==> config.mk <==
export PLATFORM = sky130hd
export DESIGN_NAME = usr8_shared_io
export DESIGN_NICKNAME = d
export VERILOG_FILES = /design/src/rtl/usr_pkg.sv /design/src/rtl/usr_mode_ctrl.sv /design/src/rtl/usr_bit_cell.sv /design/src/rtl/usr8_shared_io.sv
export SDC_FILE = /design/constraint.sdc
export NUM_CORES = 1
export LEC_CHECK = 0
export CORE_AREA = 10 10 47 49
export CTS_CLUSTER_DIAMETER = 60
export DETAILED_ROUTE_END_ITERATION = 6
export DIE_AREA = 0 0 57 59
export DONT_BUFFER_PORTS = 1
export MAX_ROUTING_LAYER = met4
export PLACE_DENSITY_LB_ADDON = 0.12
export SETUP_SLACK_MARGIN = 0.05
export SLEW_MARGIN = 10
export SYNTH_ARGS = -nofsm -noshare
export SYNTH_HDL_FRONTEND = slang
export SYNTH_SLANG_ARGS = --single-unit
==> constraint.sdc <==
create_clock -name clk -period 1.9 [get_ports clk]
set_clock_uncertainty 0.1 [all_clocks]
set_input_delay 0.095 -clock clk [delete_from_list [all_inputs] [get_ports clk]]
set_output_delay 0.095 -clock clk [all_outputs]
set_load 0.01 [all_outputs]
==> src/rtl/usr_pkg.sv <==
package usr_pkg;
  typedef enum logic [1:0] {
    MODE_HOLD = 2'b00,
    MODE_UP   = 2'b01,
    MODE_DOWN = 2'b10,
    MODE_LOAD = 2'b11
  } usr_mode_e;
endpackage

==> src/rtl/usr_mode_ctrl.sv <==
module usr_mode_ctrl
  import usr_pkg::*;
(
  input  logic [1:0] mode_sel,
  input  logic       oe_a_n,
  input  logic       oe_b_n,
  output usr_mode_e  mode,
  output logic       bus_drive
);
  logic enables_low;

  assign mode        = usr_mode_e'(mode_sel);
  assign enables_low = ~oe_a_n & ~oe_b_n;
  // A load releases the port no matter what the enables say.
  assign bus_drive   = enables_low & (mode != MODE_LOAD);
endmodule

==> src/rtl/usr_bit_cell.sv <==
module usr_bit_cell
  import usr_pkg::*;
(
  input  logic      clk,
  input  logic      rst_n,
  input  usr_mode_e mode,
  input  logic      from_below,
  input  logic      from_above,
  input  logic      par_in,
  output logic      q
);
  logic d;

  always_comb begin
    case (mode)
      MODE_UP:   d = from_below;
      MODE_DOWN: d = from_above;
      MODE_LOAD: d = par_in;
      default:   d = q;
    endcase
  end

  always_ff @(posedge clk or negedge rst_n) begin
    if (!rst_n) q <= 1'b0;
    else        q <= d;
  end
endmodule

==> src/rtl/usr8_shared_io.sv <==
module usr8_shared_io
  import usr_pkg::*;
#(
  parameter int W = 8
) (
  input  logic         clk,
  input  logic         rst_n,
  input  logic [1:0]   mode_sel,
  input  logic         oe_a_n,
  input  logic         oe_b_n,
  input  logic         ser_in_lo,
  input  logic         ser_in_hi,
  input  logic [W-1:0] bus_in,
  output logic [W-1:0] bus_out,
  output logic         bus_drive,
  output logic         ser_out_lo,
  output logic         ser_out_hi
);
  localparam int TOP = W - 1;

  usr_mode_e    mode;
  logic [W-1:0] q_vec;
  logic [W-1:0] below_v;
  logic [W-1:0] above_v;

  usr_mode_ctrl u_ctrl (
    .mode_sel  (mode_sel),
    .oe_a_n    (oe_a_n),
    .oe_b_n    (oe_b_n),
    .mode      (mode),
    .bus_drive (bus_drive)
  );

  for (genvar i = 0; i < W; i++) begin : g_bit
    if (i == 0) begin : g_lo
      assign below_v[i] = ser_in_lo;
    end else begin : g_lo_n
      assign below_v[i] = q_vec[i-1];
    end
    if (i == TOP) begin : g_hi
      assign above_v[i] = ser_in_hi;
    end else begin : g_hi_n
      assign above_v[i] = q_vec[i+1];
    end

    usr_bit_cell u_cell (
      .clk        (clk),
      .rst_n      (rst_n),
      .mode       (mode),
      .from_below (below_v[i]),
      .from_above (above_v[i]),
      .par_in     (bus_in[i]),
      .q          (q_vec[i])
    );
  end

  assign bus_out    = q_vec;
  assign ser_out_lo = q_vec[0];
  assign ser_out_hi = q_vec[TOP];

  // Clear overrides everything while low.
  p_clear_r1: assert property (@(posedge clk) !rst_n |-> (bus_out == '0));

  p_hold_r2: assert property (@(posedge clk) disable iff (!rst_n)
    (mode_sel == 2'b00) |=> (q_vec == $past(q_vec)));

  p_up_r3: assert property (@(posedge clk) disable iff (!rst_n)
    (mode_sel == 2'b01) |=> (q_vec == {$past(q_vec[TOP-1:0]), $past(ser_in_lo)}));

  p_down_r4: assert property (@(posedge clk) disable iff (!rst_n)
    (mode_sel == 2'b10) |=> (q_vec == {$past(ser_in_hi), $past(q_vec[TOP:1])}));

  p_load_r5: assert property (@(posedge clk) disable iff (!rst_n)
    (mode_sel == 2'b11) |=> (bus_out == $past(bus_in)));

  p_release_load_r6: assert property (@(posedge clk) disable iff (!rst_n)
    (mode_sel == 2'b11) |-> !bus_drive);

  p_oe_off_r7: assert property (@(posedge clk) disable iff (!rst_n)
    (oe_a_n || oe_b_n) |-> !bus_drive);

  p_drive_on_r8: assert property (@(posedge clk) disable iff (!rst_n)
    (!oe_a_n && !oe_b_n && mode_sel != 2'b11) |-> bus_drive);

  p_ser_ends_r9: assert property (@(posedge clk) disable iff (!rst_n)
    (ser_out_lo == bus_out[0]) && (ser_out_hi == bus_out[TOP]));
endmodule

# Word-level counts from Yosys, hierarchy flattened
# Index checks and enable logic that the tools add are counted.
# op_classes
n_eq_ne,4
reduce_logical,1
muxes,8
n_bitwise,4
# ops
cell,n
case mux 1 bit (3 select lines),8
equality test 2 bit (second input constant),2
nonzero test 3 bit,1
bitwise AND 1 bit,2
equality test 2 x 1 -> 1 bit (second input constant),1
!= test 2 bit (second input constant),1
NOT 1 bit,2
# word_totals
regBits,8
input_bits,16

# Longest topological paths before layout
# Gate-level depths: netlist (run 1).
# depth
ltp_word,3
mapped_depth,2

# By module
# From an unflattened synthesis (run 1), not the netlist that was laid out.
# unflattened
cells_unflattened,21
area_unflattened_um2,422.9
# by_module_without_submodules
module,area_each_um2,cells_per_inst,n_inst
usr_bit_cell,47.5,2,8
usr_mode_ctrl,27.5,3,1
usr8_shared_io,15.0,2,1

# Least setup slack after synthesis (run 1)
# Ideal clock, no wire load.
# synth_timing
kind,register to register
from,register g_bit[0].u_cell.q (netlist name)
to,register g_bit[0].u_cell.q
required_ps,1661
arrival_ps,852
stages_incl_launch_ff,2
setup_slack_ps,809
period_less_slack_ps,1091
n_path_buf,0
path_cell_list,dfrtp_1 > mux4_2
# synth_rtl
item,line,text
to (signal assigned),usr_bit_cell.sv:24,if (!rst_n) q <= 1'b0;
to (signal assigned),usr_bit_cell.sv:25,else q <= d;
to (decl),usr_bit_cell.sv:10,output logic q

# Final worst setup path (run 1)
# layout_timing
from,register g_bit[3].u_cell.q
to,register g_bit[2].u_cell.q
# layout_between
elab_chain_len,1
# layout_rtl
item,line,text
from (decl),usr_bit_cell.sv:10,
from (signal assigned),usr_bit_cell.sv:24,
from (signal assigned),usr_bit_cell.sv:25,
case mux 1 bit (3 select lines),usr_bit_cell.sv:15,case (mode)
to (signal assigned),usr_bit_cell.sv:24,
to (signal assigned),usr_bit_cell.sv:25,
to (decl),usr_bit_cell.sv:10,
# Every way passes these cells.
# A chain may end at the register's enable or synchronous reset.

==> results of run 1 <==
## metrics by stage
stage	utilization (%)	worst slack [ns]	hold slack [ns]	cells
detailed placement	29.11	0.7143	-0.3003	33
global route	40.18	0.1790	0.1187	49
CTS	40.00	0.1075	0.09818	49
floorplan	-	0.8091	-0.3006	27
global placement	29.11	0.7274	-0.3003	33
finish	40.18	0.2209	0.09976	49
## power by group
group / internal, W / total [W] / switching (W)
sequential: 0.000207 / 0.000276 / 0.0000688
combinational: 0.0000810 / 0.000103 / 0.0000223
clock: 0.0000720 / 0.000125 / 0.0000535
## worst register-to-register path: cells and delay by family, from the launching register on
family                 cells  cell delay (ns)
multiplexers               1             0.47
flip-flops                 1             0.44
buffers and inverters      1             0.56
## layout make-up
type / instances / area, um^2
fillers: 146 / 838.3
multi-input cells: 9 / 187.7
clock buffers: 3 / 22.52
flip-flops and latches: 8 / 200.2
well taps: 16 / 20.02
repair buffers: 13 / 132.6
## cell families (layout without fill, tap and decap cells)
kind of cell,after synthesis,count (layout),share of synthesized area [%]
buf+inv,10,16,17.55
flops,8,8,42.55
compound gates,1,1,1.596
mux,8,8,38.30
## cell usage in the layout, fill, tap and decap left out
cell	synthesis	layout
a211oi_1	1	1
clkbuf_4	0	3
dfrtp_1	8	8
dlygate4sd3_1	0	12
dlymetal6s4s_1	0	1
mux4_2	8	8
## layer usage
metal  routed length [um]  part of all wire (%)
met3                  149                    15
met1                  398                    40
met4                    0                     0
met2                  454                    45
met5                    0                     0
## worst max-delay path by stage
stage                                                to  slack [ns]  cells past startpoint
after global placement    g_bit[0].u_cell.q$_DFFE_PN0P_        0.73                      1
after CTS                 g_bit[2].u_cell.q$_DFFE_PN0P_        0.11                      3
after global routing      g_bit[2].u_cell.q$_DFFE_PN0P_        0.18                      2
after detailed placement  g_bit[7].u_cell.q$_DFFE_PN0P_        0.71                      1
after floorplan           g_bit[0].u_cell.q$_DFFE_PN0P_        0.81                      1
final                     g_bit[2].u_cell.q$_DFFE_PN0P_        0.22                      2
## timing repair
| item | in CTS | in global routing |
|---|---|---|
| hold endpoints to repair | 16 | 0 |
| resized for setup | 0 | 1 |
| endpoints found under the setup margin | 0 | 1 |
| hold buffers | 13 | 0 |
==> results.json, run 1 <==
{
  "rsz0062_at_grt": "no",
  "r2r-end": "g_bit[2].u_cell.q$_DFFE_PN0P_",
  "vias": 258,
  "hold_viol": 0,
  "top_regs": "g_bit.u_cell.q: 8 flops",
  "wirelength_um": 1002,
  "clock_sinks": 8,
  "fmax_mhz": 595.6,
  "syn_inst": 27,
  "peakVddDrop_uv": 426.3,
  "status": "finished clean",
  "fp-row-count": 14,
  "area_delta_synth_final_pct": 19.68,
  "htreeDepth": 1,
  "antenna_found_initial": 0,
  "reg2reg_from": "g_bit[3].u_cell.q$_DFFE_PN0P_",
  "drive_gt1_share_pct": 33.33,
  "worstPathArrival_ns": 1.71,
  "synth_area_leaders": "dfrtp_1 43%, mux4_2 38%, buf_4 13%",
  "ys_warn_count": 0,
  "die_x_um": 57,
  "grt_pass1_wl_um": 1580,
  "insertion_delay_ns": 0.24,
  "nets": 51,
  "tns_ns": 0,
  "use_met2_pct": 8.837,
  "grt_pass1_vias": 314,
  "fin_total_pwr_w": 0.0005049,
  "cpLargestDelayFamily": "buffers and inverters",
  "finalSetupViolCount": 0,
  "antenna_cells": 0,
  "grtUsageMet3_pct": 5.579,
  "synth_top_area_share_pct": 42.55,
  "synth_nets": 43,
  "syn_area_per_cell_um2": 17.42,
  "cts_buffer_depth": 2,
  "cts_tree": "done",
  "drt_iter0_markers": 0,
  "ys_top_cells_by_count": "8 x buf_4, 8 x dfrtp_1, 8 x mux4_2",
  "grt_max_degree": 9,
  "crit_start": "g_bit[3].u_cell.q$_DFFE_PN0P_",
  "crit_buf_inv": 1,
  "crit_path_end_kind": "flop",
  "final_area_um2": 563.0,
  "min_period_over_period_pct": 88.37,
  "path_class": "flop to flop",
  "gr-max-usage-layer": "met2",
  "p_leak_nw": 0.2227,
  "clockRootBuffer": "clkbuf_4",
  "holdCritPathClass": "primary input to asynchronous set/reset pin",
  "overflow": 0,
  "initial_core_util_pct": 33.57,
  "ant_nets": 0,
  "path_max_fanout": 4,
  "synth-seq-cells": 8,
  "synthDistinctLibCells": 5,
  "clk_pin_slew_ns": 0.05,
  "netlist_area_um2": 470.5,
  "post-route-min-period_ns": 1.679,
  "synthFlopType": "dfrtp_1",
  "drc": 0,
  "worst_slew_pin_slew_ns": 0.4474,
  "power.density_mw_per_mm2": 896.7,
  "grt_usage_pct": 6.219,
  "post_cts_buffers": 0,
  "firstDrtPassIters": 1,
  "reg2regPathDepth": 2,
  "die_h_um": 59,
  "grtUsageMet1_pct": 6.790,
  "crit_chain": "mux4_2, dlygate4sd3_1",
  "largest_register_ffs": 8,
  "place_congestion": 0.6187,
  "start_kind": "flop",
  "worstPathRequired_ns": 1.93,
  "largest-register": "g_bit.u_cell.q",
  "crit_slowest_cell": "dlygate4sd3_1",
  "numCtsBuffers": 3,
  "reg2reg_setup_slack_ns": 0.22,
  "max_slew_margin_pct": 69.99,
  "max_stage_delay_ns": 0.56,
  "synth-edff-count": 0,
  "drv_cap": 0,
  "yosysSeqAreaShare_pct": 42.55,
  "yosysTopAreaCell": "dfrtp_1",
  "synth-async-reset-ratio_pct": 100.0,
  "ios": 27,
  "avgRoutedWirePerCell_um": 20.45,
  "fp.dieArea_mm2": 0.003363,
  "drv_slew": 0,
  "fp.coreArea_mm2": 0.001401,
  "numPortBuffers": 0,
  "routed_via_density": 5.265,
  "detailed_place.area_um2": 407.9
}
Note: power is estimated with default switching activity, not from simulation.
==> run 2, diff against run 1 <==
--- a/config.mk
+++ b/config.mk
@@ -5,12 +5,12 @@
 export SDC_FILE = /design/constraint.sdc
 export NUM_CORES = 1
 export LEC_CHECK = 0
+export CAP_MARGIN = 15
 export CORE_AREA = 10 10 47 49
 export CTS_CLUSTER_DIAMETER = 60
 export DETAILED_ROUTE_END_ITERATION = 6
 export DIE_AREA = 0 0 57 59
 export DONT_BUFFER_PORTS = 1
-export MAX_ROUTING_LAYER = met4
 export PLACE_DENSITY_LB_ADDON = 0.12
 export SETUP_SLACK_MARGIN = 0.05
 export SLEW_MARGIN = 10
==> run 2 against run 1 <==
Net effect:
- sequential power about the same
- via count up 0.78%
- non-clock buffer count unchanged
- worst setup slack better by 0.0012 ns
- clock power about the same
- maximum frequency about the same
- utilization unchanged
- cell count unchanged
- critical path type unchanged
- highest routed layer unchanged
==> results.json, run 2 (same netlist as run 1, synthesis figures left out) <==
{
  "status": "finished clean",
  "clockRootBuffer": "clkbuf_4",
  "finalSetupViolCount": 0,
  "holdCritPathClass": "primary input to asynchronous set/reset pin",
  "ant_nets": 0,
  "worst_slew_pin_slew_ns": 0.4474,
  "fin_total_pwr_w": 0.0005037,
  "num-fill-cells": 146,
  "final_area_um2": 563.0,
  "power_frac_seq_pct": 54.7,
  "avgRoutedWirePerCell_um": 20.35,
  "clk_pin_slew_ns": 0.05,
  "switching_share_pct": 28.47,
  "worstPathArrival_ns": 1.71,
  "power.density_mw_per_mm2": 894.6,
  "worstPathRequired_ns": 1.93,
  "clock_sinks": 8,
  "initial_core_util_pct": 33.57,
  "p_clk_share_pct": 24.8,
  "die_h_um": 59,
  "nets": 51,
  "grt_pass1_vias": 314,
  "grt_usage_pct": 6.047,
  "ios": 27,
  "fp.dieArea_mm2": 0.003363,
  "drt_iter0_markers": 3,
  "power.switching_w": 0.0001434,
  "drv_slew": 0,
  "fp.coreArea_mm2": 0.001401,
  "antenna_cells": 0,
  "cts_tree": "done",
  "post-route-min-period_ns": 1.678,
  "largest_register_ffs": 8,
  "drv_cap": 0,
  "pre_cts_slack_ns": 0.7143,
  "path_max_fanout": 4,
  "min_period_over_period_pct": 88.31,
  "vias": 260,
  "p_comb_share_pct": 20.5,
  "die_x_um": 57,
  "drc": 0,
  "whs_ns": 0.1002,
  "insertion_delay_ns": 0.24,
  "hold_viol": 0,
  "largest-register": "g_bit.u_cell.q",
  "final_cell_mix": "12 x dlygate4sd3_1, 8 x mux4_2, 8 x dfrtp_1",
  "htreeDepth": 1,
  "crit_path_end_kind": "flop",
  "tns_ns": 0,
  "post_cts_buffers": 0,
  "antenna_found_initial": 0,
  "final_common_cell": "dlygate4sd3_1",
  "area_delta_synth_final_pct": 19.68,
  "wirelength_um": 997,
  "rsz0062_at_grt": "no",
  "p_leak_nw": 0.2227,
  "max_slew_margin_pct": 69.99,
  "setup_ws_ns": 0.2221,
  "place_congestion": 0.6143,
  "p_int_w": 0.0003603,
  "numPortBuffers": 0,
  "routed_via_density": 5.306,
  "start_kind": "flop",
  "numCtsBuffers": 3,
  "detailed_place.area_um2": 407.9,
  "firstDrtPassIters": 2,
  "path_class": "flop to flop",
  "top_regs": "g_bit.u_cell.q: 8 flops",
  "fp-row-count": 14,
  "overflow": 0,
  "drive_gt1_share_pct": 33.33,
  "grt_max_degree": 9,
  "peakVddDrop_uv": 424.8,
  "grt_pass1_wl_um": 1580,
  "fmax_mhz": 596.0,
  "cts_buffer_depth": 2
}
[run 2: path summary, 6_finish.rpt]
path,from,endpoint,slack (ns),cells past startpoint
max,g_bit[3].u_cell.q$_DFFE_PN0P_,g_bit[2].u_cell.q$_DFFE_PN0P_,0.22,2
min,rst_n,g_bit[5].u_cell.q$_DFFE_PN0P_,0.10,1
max reg2reg,g_bit[3].u_cell.q$_DFFE_PN0P_,g_bit[2].u_cell.q$_DFFE_PN0P_,0.22,2
min reg2reg,g_bit[3].u_cell.q$_DFFE_PN0P_,g_bit[3].u_cell.q$_DFFE_PN0P_,0.62,1
max in group asynchronous,rst_n,g_bit[1].u_cell.q$_DFFE_PN0P_,1.33,1
min in group clk,oe_a_n,bus_drive,0.14,1
[run 2: metrics by stage]
| stage | cells | util, % |
|---|---|---|
| global route | 49 | 40.18 |
| detailed placement | 33 | 29.11 |
| global placement | 33 | 29.11 |
| floorplan | 27 | - |
| CTS | 49 | 40.00 |
| finish | 49 | 40.18 |
[run 2: layer usage]
metal	vias to the layer above	part of all wire, %	global-route usage [%]
met5	-	0	0
met4	0	0	0
met3	0	17	5.794
met2	20	46	8.837
met1	128	37	6.667
li1	112	-	-
[run 2: final cells by class]
cell class	instances	area [um^2]	area share (%)
clock buffers	3	22.52	4.000
flip-flops and latches	8	200.2	35.56
repair buffers	13	132.6	23.56
well taps	16	20.02	3.556
multi-input cells	9	187.7	33.33
[run 2: timing repair]
item                                    4_1_cts  5_1_grt
hold endpoints to repair                     16        0
hold buffers                                 13        0
resized for setup                             0        1
endpoints found under the setup margin        0        1
[run 2: worst max-delay path: stages (launching register included)]
cell and delay (ns):
dfrtp_1 0.44, mux4_2 0.47, dlygate4sd3_1 0.56
[run 2: power groups by stage]
| stage | registers, W | logic, W | clock network, W |
|---|---|---|---|
| 2_1_floorplan | 0.000239 | 0.000148 | 0 |
| 3_3_place_gp | 0.000280 | 0.0000666 | 0 |
| 3_5_place_dp | 0.000281 | 0.0000686 | 0 |
| 4_1_cts | 0.000279 | 0.000105 | 0.000133 |
| 5_1_grt | 0.000285 | 0.000110 | 0.000140 |
| 6_report | 0.000275 | 0.000103 | 0.000125 |
